### src/rtl/intc_pkg.sv
package intc_pkg;
   localparam int CPU_MAX    = 4;
   localparam int CPU_ID_W   = $clog2(CPU_MAX);
   localparam int REQ_LSB    = 12;
   localparam int CLR_LSB    = 8;
   localparam int TCLR_LSB   = 4;
   localparam int ACK_BIT    = 28;
   localparam int RD_IPI_LSB = 8;
   localparam int RD_TMR_LSB = 4;
   localparam int MIN_DATA_W = ACK_BIT + 1;

   typedef logic [CPU_MAX-1:0] cpu_vec_t;

   typedef struct packed {
      cpu_vec_t req;
      cpu_vec_t clr;
      cpu_vec_t tclr;
      logic     recog;
   } intc_cmd_t;

   function automatic cpu_vec_t active_mask(input int n);
      cpu_vec_t m;
      for (int i = 0; i < CPU_MAX; i++) m[i] = (i < n);
      return m;
   endfunction
endpackage

### src/rtl/intc_wr_decode.sv
module intc_wr_decode
   import intc_pkg::*;
#(
   parameter int DATA_W      = 64,
   parameter int ACTIVE_CPUS = 4
) (
   input  logic              wr_en,
   input  logic [DATA_W-1:0] wr_data,
   output intc_cmd_t         cmd
);
   localparam cpu_vec_t ACT = active_mask(ACTIVE_CPUS);

   cpu_vec_t req_raw, clr_raw, tclr_raw;
   logic     unused_bits;

   assign req_raw  = wr_data[REQ_LSB  +: CPU_MAX];
   assign clr_raw  = wr_data[CLR_LSB  +: CPU_MAX];
   assign tclr_raw = wr_data[TCLR_LSB +: CPU_MAX];
   assign unused_bits = ^{wr_data[DATA_W-1:ACK_BIT+1], wr_data[ACK_BIT-1:REQ_LSB+CPU_MAX],
                          wr_data[TCLR_LSB-1:0]};

   for (genvar i = 0; i < CPU_MAX; i++) begin : g_cpu
      if (i < ACTIVE_CPUS) begin : g_on
         assign cmd.req[i]  = wr_en & req_raw[i];
         assign cmd.clr[i]  = wr_en & clr_raw[i];
         assign cmd.tclr[i] = wr_en & tclr_raw[i];
      end else begin : g_off
         assign cmd.req[i]  = 1'b0;
         assign cmd.clr[i]  = 1'b0;
         assign cmd.tclr[i] = 1'b0;
      end
   end

   assign cmd.recog = (|req_raw) | (|clr_raw) | (|tclr_raw) | wr_data[ACK_BIT] | (ACT == '0);
endmodule

### src/rtl/intc_ipi_bank.sv
module intc_ipi_bank
   import intc_pkg::*;
(
   input  logic     clk,
   input  logic     rst,
   input  cpu_vec_t req,
   input  cpu_vec_t clr,
   output cpu_vec_t pend,
   output logic     dup_hit,
   output logic     spur_hit
);
   cpu_vec_t dup_v, spur_v;

   for (genvar i = 0; i < CPU_MAX; i++) begin : g_cpu
      always_ff @(posedge clk) begin
         if (rst) pend[i] <= 1'b0;
         else if (clr[i]) pend[i] <= 1'b0;
         else if (req[i]) pend[i] <= 1'b1;
      end
      assign dup_v[i]  = req[i] & pend[i];
      assign spur_v[i] = clr[i] & ~pend[i] & ~req[i];
   end

   assign dup_hit  = |dup_v;
   assign spur_hit = |spur_v;
endmodule

### src/rtl/intc_tmr_bank.sv
module intc_tmr_bank
   import intc_pkg::*;
#(
   parameter int ACTIVE_CPUS = 4
) (
   input  logic     clk,
   input  logic     rst,
   input  logic     tick,
   input  cpu_vec_t tclr,
   output cpu_vec_t pend
);
   for (genvar i = 0; i < CPU_MAX; i++) begin : g_cpu
      if (i < ACTIVE_CPUS) begin : g_on
         always_ff @(posedge clk) begin
            if (rst) pend[i] <= 1'b0;
            else if (tclr[i]) pend[i] <= 1'b0;
            else if (tick) pend[i] <= 1'b1;
         end
      end else begin : g_off
         logic unused_clr;
         assign unused_clr = tclr[i];
         assign pend[i] = 1'b0;
      end
   end
endmodule

### src/rtl/intc_rd_fmt.sv
module intc_rd_fmt
   import intc_pkg::*;
#(
   parameter int DATA_W = 64
) (
   input  cpu_vec_t            ipi,
   input  cpu_vec_t            tmr,
   input  logic [CPU_ID_W-1:0] cpu,
   output logic [DATA_W-1:0]   rd_data
);
   always_comb begin
      rd_data = '0;
      rd_data[RD_IPI_LSB +: CPU_MAX] = ipi;
      rd_data[RD_TMR_LSB +: CPU_MAX] = tmr;
      rd_data[CPU_ID_W-1:0]          = cpu;
   end
endmodule

### src/rtl/ipi_timer_intc.sv
module ipi_timer_intc
   import intc_pkg::*;
#(
   parameter int DATA_W      = 64,
   parameter int ACTIVE_CPUS = 4
) (
   input  logic              clk,
   input  logic              rst,
   input  logic              tick,
   input  logic              wr_en,
   input  logic [DATA_W-1:0] wr_data,
   input  logic [1:0]        rd_cpu,
   output logic [DATA_W-1:0] rd_data,
   output logic [3:0]        ipi_pend,
   output logic [3:0]        tmr_pend,
   output logic              warn_dup,
   output logic              warn_spur,
   output logic              err_unsup
);
   if (ACTIVE_CPUS < 1 || ACTIVE_CPUS > CPU_MAX) begin : g_bad_cpus
      $error("ipi_timer_intc: ACTIVE_CPUS must lie in 1..4");
   end
   if (DATA_W < MIN_DATA_W) begin : g_bad_width
      $error("ipi_timer_intc: DATA_W too narrow for the control fields");
   end

   intc_cmd_t cmd;
   logic      dup_hit, spur_hit;

   intc_wr_decode #(.DATA_W(DATA_W), .ACTIVE_CPUS(ACTIVE_CPUS)) u_dec (
      .wr_en   (wr_en),
      .wr_data (wr_data),
      .cmd     (cmd)
   );

   intc_ipi_bank u_ipi (
      .clk      (clk),
      .rst      (rst),
      .req      (cmd.req),
      .clr      (cmd.clr),
      .pend     (ipi_pend),
      .dup_hit  (dup_hit),
      .spur_hit (spur_hit)
   );

   intc_tmr_bank #(.ACTIVE_CPUS(ACTIVE_CPUS)) u_tmr (
      .clk  (clk),
      .rst  (rst),
      .tick (tick),
      .tclr (cmd.tclr),
      .pend (tmr_pend)
   );

   intc_rd_fmt #(.DATA_W(DATA_W)) u_rd (
      .ipi     (ipi_pend),
      .tmr     (tmr_pend),
      .cpu     (rd_cpu),
      .rd_data (rd_data)
   );

   always_ff @(posedge clk) begin
      if (rst) begin
         warn_dup  <= 1'b0;
         warn_spur <= 1'b0;
         err_unsup <= 1'b0;
      end else begin
         warn_dup  <= warn_dup  | dup_hit;
         warn_spur <= warn_spur | spur_hit;
         err_unsup <= err_unsup | (wr_en & ~cmd.recog);
      end
   end
endmodule

### config.mk
export PLATFORM = sky130hd
export DESIGN_NAME = ipi_timer_intc
export DESIGN_NICKNAME = d
export VERILOG_FILES = /design/src/rtl/intc_pkg.sv /design/src/rtl/intc_wr_decode.sv /design/src/rtl/intc_ipi_bank.sv /design/src/rtl/intc_tmr_bank.sv /design/src/rtl/intc_rd_fmt.sv /design/src/rtl/ipi_timer_intc.sv
export SDC_FILE = /design/constraint.sdc
export NUM_CORES = 1
export LEC_CHECK = 0
export BUFFER_PORTS_ARGS = -buffer_cell sky130_fd_sc_hd__buf_4
export CAP_MARGIN = 10
export CORE_MARGIN = 1
export CORE_UTILIZATION = 31
export DETAILED_ROUTE_END_ITERATION = 8
export HOLD_SLACK_MARGIN = 0.03
export PLACE_DENSITY = 0.95
export SLEW_MARGIN = 20
export SYNTH_ARGS = -nofsm -noshare
export SYNTH_HDL_FRONTEND = slang
export SYNTH_SLANG_ARGS = --single-unit
### constraint.sdc
create_clock -name clk -period 2.25 [get_ports clk]
set_input_delay 0.45 -clock clk [delete_from_list [all_inputs] [get_ports clk]]
set_output_delay 0.45 -clock clk [all_outputs]
set_load 0.05 [all_outputs]
[After elaboration in Yosys (flattened, before gate mapping)]
Index checks and enable logic that the tools add are counted.
Cells by class
  bitwise logic cells: 40
  reductions and logical operators: 13
Operators with widths (count)
  1-bit bitwise AND: 25
  4-bit OR reduction: 5
  2-bit OR reduction: 8
  1-bit inverter: 9
  1-bit bitwise OR: 6
Word-level totals
  bits in registers: 11
  input bits: 70

[Depth between registers and ports, before layout]
Gate-level depths: netlist (run 1).
  depth after elaboration: 7
  depth in mapped cells: 4
  gate-level depth less buffers: 3

[By module]
Synthesis (run 1) repeated with hierarchy kept, for this count alone.
Unflattened totals
  cells, all modules: 125
  area total of the unflattened synthesis: 973.4 um2
By module, submodules not included
  intc_rd_fmt: instances 1, cells an instance 65, area an instance 484.2 um2, sequential area each 0.0 um2
  intc_ipi_bank: instances 1, cells an instance 20, area an instance 171.4 um2, sequential area each 80.1 um2
  intc_tmr_bank: instances 1, cells an instance 12, area an instance 115.1 um2, sequential area each 80.1 um2
  intc_wr_decode: instances 1, cells an instance 18, area an instance 108.9 um2, sequential area each 0.0 um2
  ipi_timer_intc: instances 1, cells an instance 10, area an instance 93.8 um2, sequential area each 60.1 um2

[Worst setup path after synthesis (run 1)]
No wires, ideal clock.
  kind: flip-flop to output port
  start point: reg u_ipi.pend[0]
  end point: out rd_data[8]
  data arrival time: 952 ps
  required time: 1800 ps
  setup slack: 848 ps
  stages on the path, launching flop included: 2
  cell sequence: dfxtp_1 > buf_4
RTL lines
  from (decl): line intc_ipi_bank.sv:8  | output cpu_vec_t pend,
  from (signal, indexed assignment): line intc_ipi_bank.sv:16  | if (rst) pend[i] <= 1'b0;
  from (signal, indexed assignment): line intc_ipi_bank.sv:17  | else if (clr[i]) pend[i] <= 1'b0;
  from (signal, indexed assignment): line intc_ipi_bank.sv:18  | else if (req[i]) pend[i] <= 1'b1;
  to (decl): line ipi_timer_intc.sv:13  | output logic [DATA_W-1:0] rd_data,
No word-level cell between the ends.

[Worst setup path in the final report (run 1)]
  start point: reg u_ipi.pend[1]
  end point: out rd_data[9]
No word-level cell between the ends.

==> flow_summary.json, run 1 <==
{
  "avgSynthCellArea_um2": 8.243,
  "critPathKind": "flop to output port",
  "drc": 14,
  "grt_overflow": 0,
  "end_kind": "output port",
  "synth.most_common_cell": "buf_4",
  "dr.pass1.iters": 7,
  "grt_max_degree": 18,
  "hold_class": "input port to flop",
  "drv_slew": 0,
  "synthTopCellsByArea": "buf_4 (52%), dfxtp_1 (23%), a211oi_1 (6.4%), nor2_1 (2.8%), a21oi_1 (2.7%)",
  "clock_path_buffers": 2,
  "boundaryPins": 145,
  "clkSinkCount": 11,
  "yosysWarnings": 0,
  "critPathMaxFanout": 5,
  "viasPerCell": 3.912,
  "hp-start": "wr_data[6]",
  "antenna_found_initial": 0,
  "run_status": "finished with violations",
  "syn_to_final_growth_pct": 2.663,
  "power_density_nw_per_um2": 739.0,
  "antennaDiodeCount": 0,
  "cts_resized": 0,
  "max-vdd-ir-drop_mv": 0.3065,
  "grt_pass1_vias": 493,
  "synth_seq_area_share_pct": 23.44,
  "crit_required_ps": 1800,
  "min_to": "u_tmr.pend[2]",
  "path_buf_inv": 1,
  "path_clk_slew_ps": 70,
  "clk_latency_ps": 270,
  "violations": "design-rule violations",
  "power.leakage_nw": 0.5171,
  "rsz0062_at_grt": "false",
  "synth-edff-count": 0,
  "finalSetupViolCount": 0,
  "dp_hpwl_um": 1358,
  "worst_r2r_path_depth": 3,
  "cap_violations": 0,
  "tritoncts": "done",
  "rrSetupSlack_ps": 1300,
  "cpPeakStageDelay_ps": 400,
  "critPathLaunchType": "flop",
  "routed_wl_um": 1599,
  "clock-root-buffer": "clkbuf_4",
  "synth_ff_type": "dfxtp_1",
  "reg2reg_from": "u_ipi.pend[2]",
  "r2r_end": "warn_spur",
  "finalCritPeriodShare_pct": 60.08,
  "initial_utilization_pct": 33.50,
  "hold_violations": 0,
  "fin_skew_ps": 0.1816,
  "yosysUniqueCellTypes": 17,
  "ys_ff_latch": 11,
  "ant_nets": 0,
  "netlist_area_um2": 939.7,
  "first_iter_violations": 23,
  "drive_gt1_share_pct": 28.06,
  "clock.fmax_mhz": 739.8,
  "rows": 19,
  "yosys.area.top_type": "buf_4",
  "cts_setup_buffers": 0,
  "grt_use_total_pct": 9.619,
  "crit_chain": "buf_4",
  "die-area_um2": 3255,
  "die_x_um": 57.06,
  "synthCells": 114,
  "slowest_stage": "dfxtp_1",
  "cts_made_buffers": 3,
  "cp_top_family": "flip-flops",
  "arrival_ps": 900,
  "min_delay_path_depth": 2,
  "io_buffers": 35,
  "htreeDepth": 1,
  "async_flop_share_pct": 0,
  "hold_buffers": 0,
  "post-route-util_pct": 34.39,
  "gp_congestion": 0.7653,
  "wire_per_inst_um": 9.406,
  "die_h_um": 57.06,
  "fin_tns_setup_ps": 0,
  "synth_common_cells": "buf_4 (65), dfxtp_1 (11), a211oi_1 (8)",
  "vias": 665,
  "nets": 210,
  "core_um2": 2805,
  "grt_pass1_wl_um": 2256,
  "period_needed_ps": 1352,
  "synth_top_cell_area_share_pct": 51.93
}
==> area by class of cell <==
class	instances	area (um2)
fill	296	1841
multi-input combinational	87	407.9
timing repair buffer	35	262.8
sequential	11	220.2
tap	31	38.79
clock buffer	3	22.52
inverter	2	7.507
clock inverter	1	5.005
==> worst max-delay path by stage <==
| stage | startpoint | endpoint | slack, ps | depth (start not counted) |
|---|---|---|---|---|
| after global routing | u_ipi.pend[2] | ipi_pend[2] | 840 | 1 |
| after detailed placement | wr_data[4] | err_unsup | 950 | 4 |
| after floorplan | u_ipi.pend[0] | rd_data[8] | 850 | 1 |
| after CTS | u_ipi.pend[1] | rd_data[9] | 880 | 1 |
| final | u_ipi.pend[1] | rd_data[9] | 900 | 1 |
| after global placement | wr_data[4] | err_unsup | 970 | 4 |
==> cells in the final DEF, fill, tap and decap left out <==
cell type / Yosys / layout
dfxtp_1: 11 / 11
clkinv_2: 0 / 1
clkbuf_4: 0 / 3
nand3_1: 1 / 1
inv_1: 2 / 2
o21ai_0: 1 / 1
a31oi_1: 3 / 3
nor4_1: 3 / 3
conb_1: 1 / 54
nor2_1: 7 / 7
a211oi_1: 8 / 8
a22o_1: 2 / 2
and4bb_1: 1 / 1
a41oi_1: 1 / 1
a21oi_1: 5 / 5
buf_4: 65 / 35
and2b_1: 1 / 1
==> cell families (layout without fill, tap and decap cells) <==
kind of cell / after synthesis / after routing / share of synthesized area (%)
and+or+nand+nor: 13 / 13 / 7.457
other: 1 / 54 / 0.3991
AOI/OAI and AO/OA: 20 / 20 / 14.38
DFF: 11 / 11 / 23.44
buffers and inverters: 69 / 41 / 54.33
==> routing by layer <==
layer,track usage (%),vias up,wire [um],share of wire (%)
li1,-,313,-,-
met1,10.92,290,584,37
met2,14.79,60,773,48
met3,4.082,2,217,14
met4,6.272,0,23,1.4
met5,0,-,0,0
==> report_power, final <==
part | internal, W | leakage (nW) | total [W] | switching (W)
Combinational | 0.0000573 | 0.409 | 0.000361 | 0.000304
Clock | 0.0000658 | 0.0177 | 0.000135 | 0.0000692
Sequential | 0.000207 | 0.0908 | 0.000217 | 0.00000970
==> through the flow <==
step	instances	setup slack, ps	total power (W)	hold WS (ps)	cell area (um2)
final	170	898.3	0.0007129	366.6	964.7
after global routing	170	836.5	0.0007398	365.4	964.7
after CTS	170	878.2	0.0007176	362.9	964.7
after detailed placement	166	951.9	0.0005824	442.2	937.1
after global placement	166	973.1	0.0005797	435.1	937.1
after floorplan	167	847.5	0.0006137	528.5	1139
==> registers in the layout (all words and copies together), names as in the netlist <==
| name | flops |
|---|---|
| err_unsup | 1 |
| warn_spur | 1 |
| warn_dup | 1 |
| u_ipi.pend | 4 |
| u_tmr.pend | 4 |
(Power assumes the default switching activity.)
==> run 2: changes to the inputs <==
- CORE_UTILIZATION: 31 -> 29
- PLACE_DENSITY: 0.95 -> 0.92
- clock period: 2.25 -> 1.29 ns (I/O delays scaled with it)
==> flow_summary.json, run 2 (synthesis gave the netlist of run 1 again) <==
{
  "run_status": "complete, no violations",
  "ant_nets": 0,
  "antennaDiodeCount": 0,
  "io_buffers": 35,
  "critPathKind": "flop to output port",
  "path_buf_inv": 1,
  "drive_gt1_share_pct": 27.34,
  "power_density_nw_per_um2": 1264,
  "nets": 210,
  "reg2reg_from": "u_ipi.pend[2]",
  "routed_wl_um": 1644,
  "syn_to_final_growth_pct": 4.261,
  "vias": 662,
  "drv_slew": 0,
  "htreeDepth": 1,
  "grt_max_degree": 18,
  "top_regs": "u_ipi.pend: 4 flops, u_tmr.pend: 4 flops",
  "power_frac_clock_pct": 18.5,
  "clock-root-buffer": "clkbuf_4",
  "initial_utilization_pct": 30.78,
  "power.internal_w": 0.0005804,
  "cap_violations": 0,
  "min_to": "u_tmr.pend[3]",
  "slowest_stage": "dfxtp_1",
  "final_common_cell": "conb_1",
  "grt_overflow": 0,
  "cts_resized": 0,
  "r2r_end": "warn_spur",
  "fin_tns_setup_ps": 0,
  "cts_setup_buffers": 0,
  "tritoncts": "done",
  "grt_use_total_pct": 8.085,
  "cts_made_buffers": 3,
  "clkSinkCount": 11,
  "path_clk_slew_ps": 70,
  "power_switching_w": 0.0006580,
  "gp_congestion": 0.8405,
  "dr.pass1.iters": 4,
  "die-area_um2": 3472,
  "die_h_um": 58.92,
  "post-place-cells": 179,
  "worst_r2r_path_depth": 3,
  "switching_share_pct": 53.13,
  "comb_power_share_pct": 50.8,
  "power.leakage_nw": 0.5144,
  "clock.fmax_mhz": 858.9,
  "die_x_um": 58.92,
  "hold_class": "input port to flop",
  "end_kind": "output port",
  "clk_latency_ps": 260,
  "clock_path_buffers": 2,
  "critPathMaxFanout": 5,
  "crit_chain": "buf_4",
  "critPathLaunchType": "flop",
  "period_needed_ps": 1164,
  "cpPeakStageDelay_ps": 410,
  "arrival_ps": 910,
  "boundaryPins": 145,
  "rsz0062_at_grt": "false",
  "finalCritPeriodShare_pct": 90.26,
  "first_iter_violations": 24,
  "max-vdd-ir-drop_mv": 0.2474,
  "fin_skew_ps": 3.591,
  "wire_per_inst_um": 8.984,
  "antenna_found_initial": 0,
  "drc": 0,
  "dp_hpwl_um": 1393,
  "rows": 20,
  "hold_violations": 0,
  "min_delay_path_depth": 2,
  "finalSetupViolCount": 0,
  "layout_common_cells": "conb_1 (54), buf_4 (35), dfxtp_1 (11)",
  "grt_pass1_wl_um": 2125,
  "rrSetupSlack_ps": 340,
  "seq_power_share_pct": 30.7,
  "core_um2": 3053,
  "hold_buffers": 0,
  "cp_top_family": "flip-flops",
  "grt_pass1_vias": 480,
  "crit_required_ps": 1030,
  "instances_no_fill": 183,
  "hp-start": "wr_data[7]",
  "viasPerCell": 3.617
}
run 2: cell type report:
type	count	area, um2
clock buffer	4	26.28
fill	335	2073
inverter	2	7.507
multi-input combinational	87	407.9
sequential	11	220.2
tap	44	55.05
timing repair buffer	35	262.8
run 2: stage by stage:
step	setup slack (ps)	utilization, %	hold WS, ps	cell area, um2	power (W)
CTS	107.7	32.09	175.1	979.7	0.001247
global route	76.37	32.09	180.3	979.7	0.001287
finish	125.7	32.09	178.3	979.7	0.001238
global placement	283.3	31.23	445.6	953.4	0.001009
floorplan	58.17	-	336.5	1139	0.001070
detailed placement	274.4	31.23	446.8	953.4	0.001016
run 2: layer usage:
metal,GRT usage [%],part of all wire [%],vias up
met5,0,0,-
met4,3.741,0.61,0
met3,1.978,11,2
met2,14.94,55,48
met1,8.545,33,301
li1,-,-,311
run 2: how the worst max path moves through the flow:
| stage | start | end | slack (ps) | cells after the start |
|---|---|---|---|---|
| floorplan | u_ipi.pend[2] | warn_spur | 60 | 3 |
| global placement | wr_en | warn_spur | 280 | 4 |
| detailed placement | wr_data[4] | err_unsup | 270 | 4 |
| CTS | u_ipi.pend[1] | rd_data[9] | 110 | 1 |
| global route | u_ipi.pend[1] | rd_data[9] | 80 | 1 |
| finish | u_ipi.pend[1] | rd_data[9] | 130 | 1 |
run 2: power by group through the flow:
stage                     sequential (W)  combinational (W)  clock (W)
after floorplan                 0.000458           0.000612          0
after global placement          0.000387           0.000622          0
after detailed placement        0.000388           0.000627          0
after CTS                       0.000381           0.000627   0.000239
after global routing            0.000382           0.000654   0.000251
final                           0.000380           0.000629   0.000229
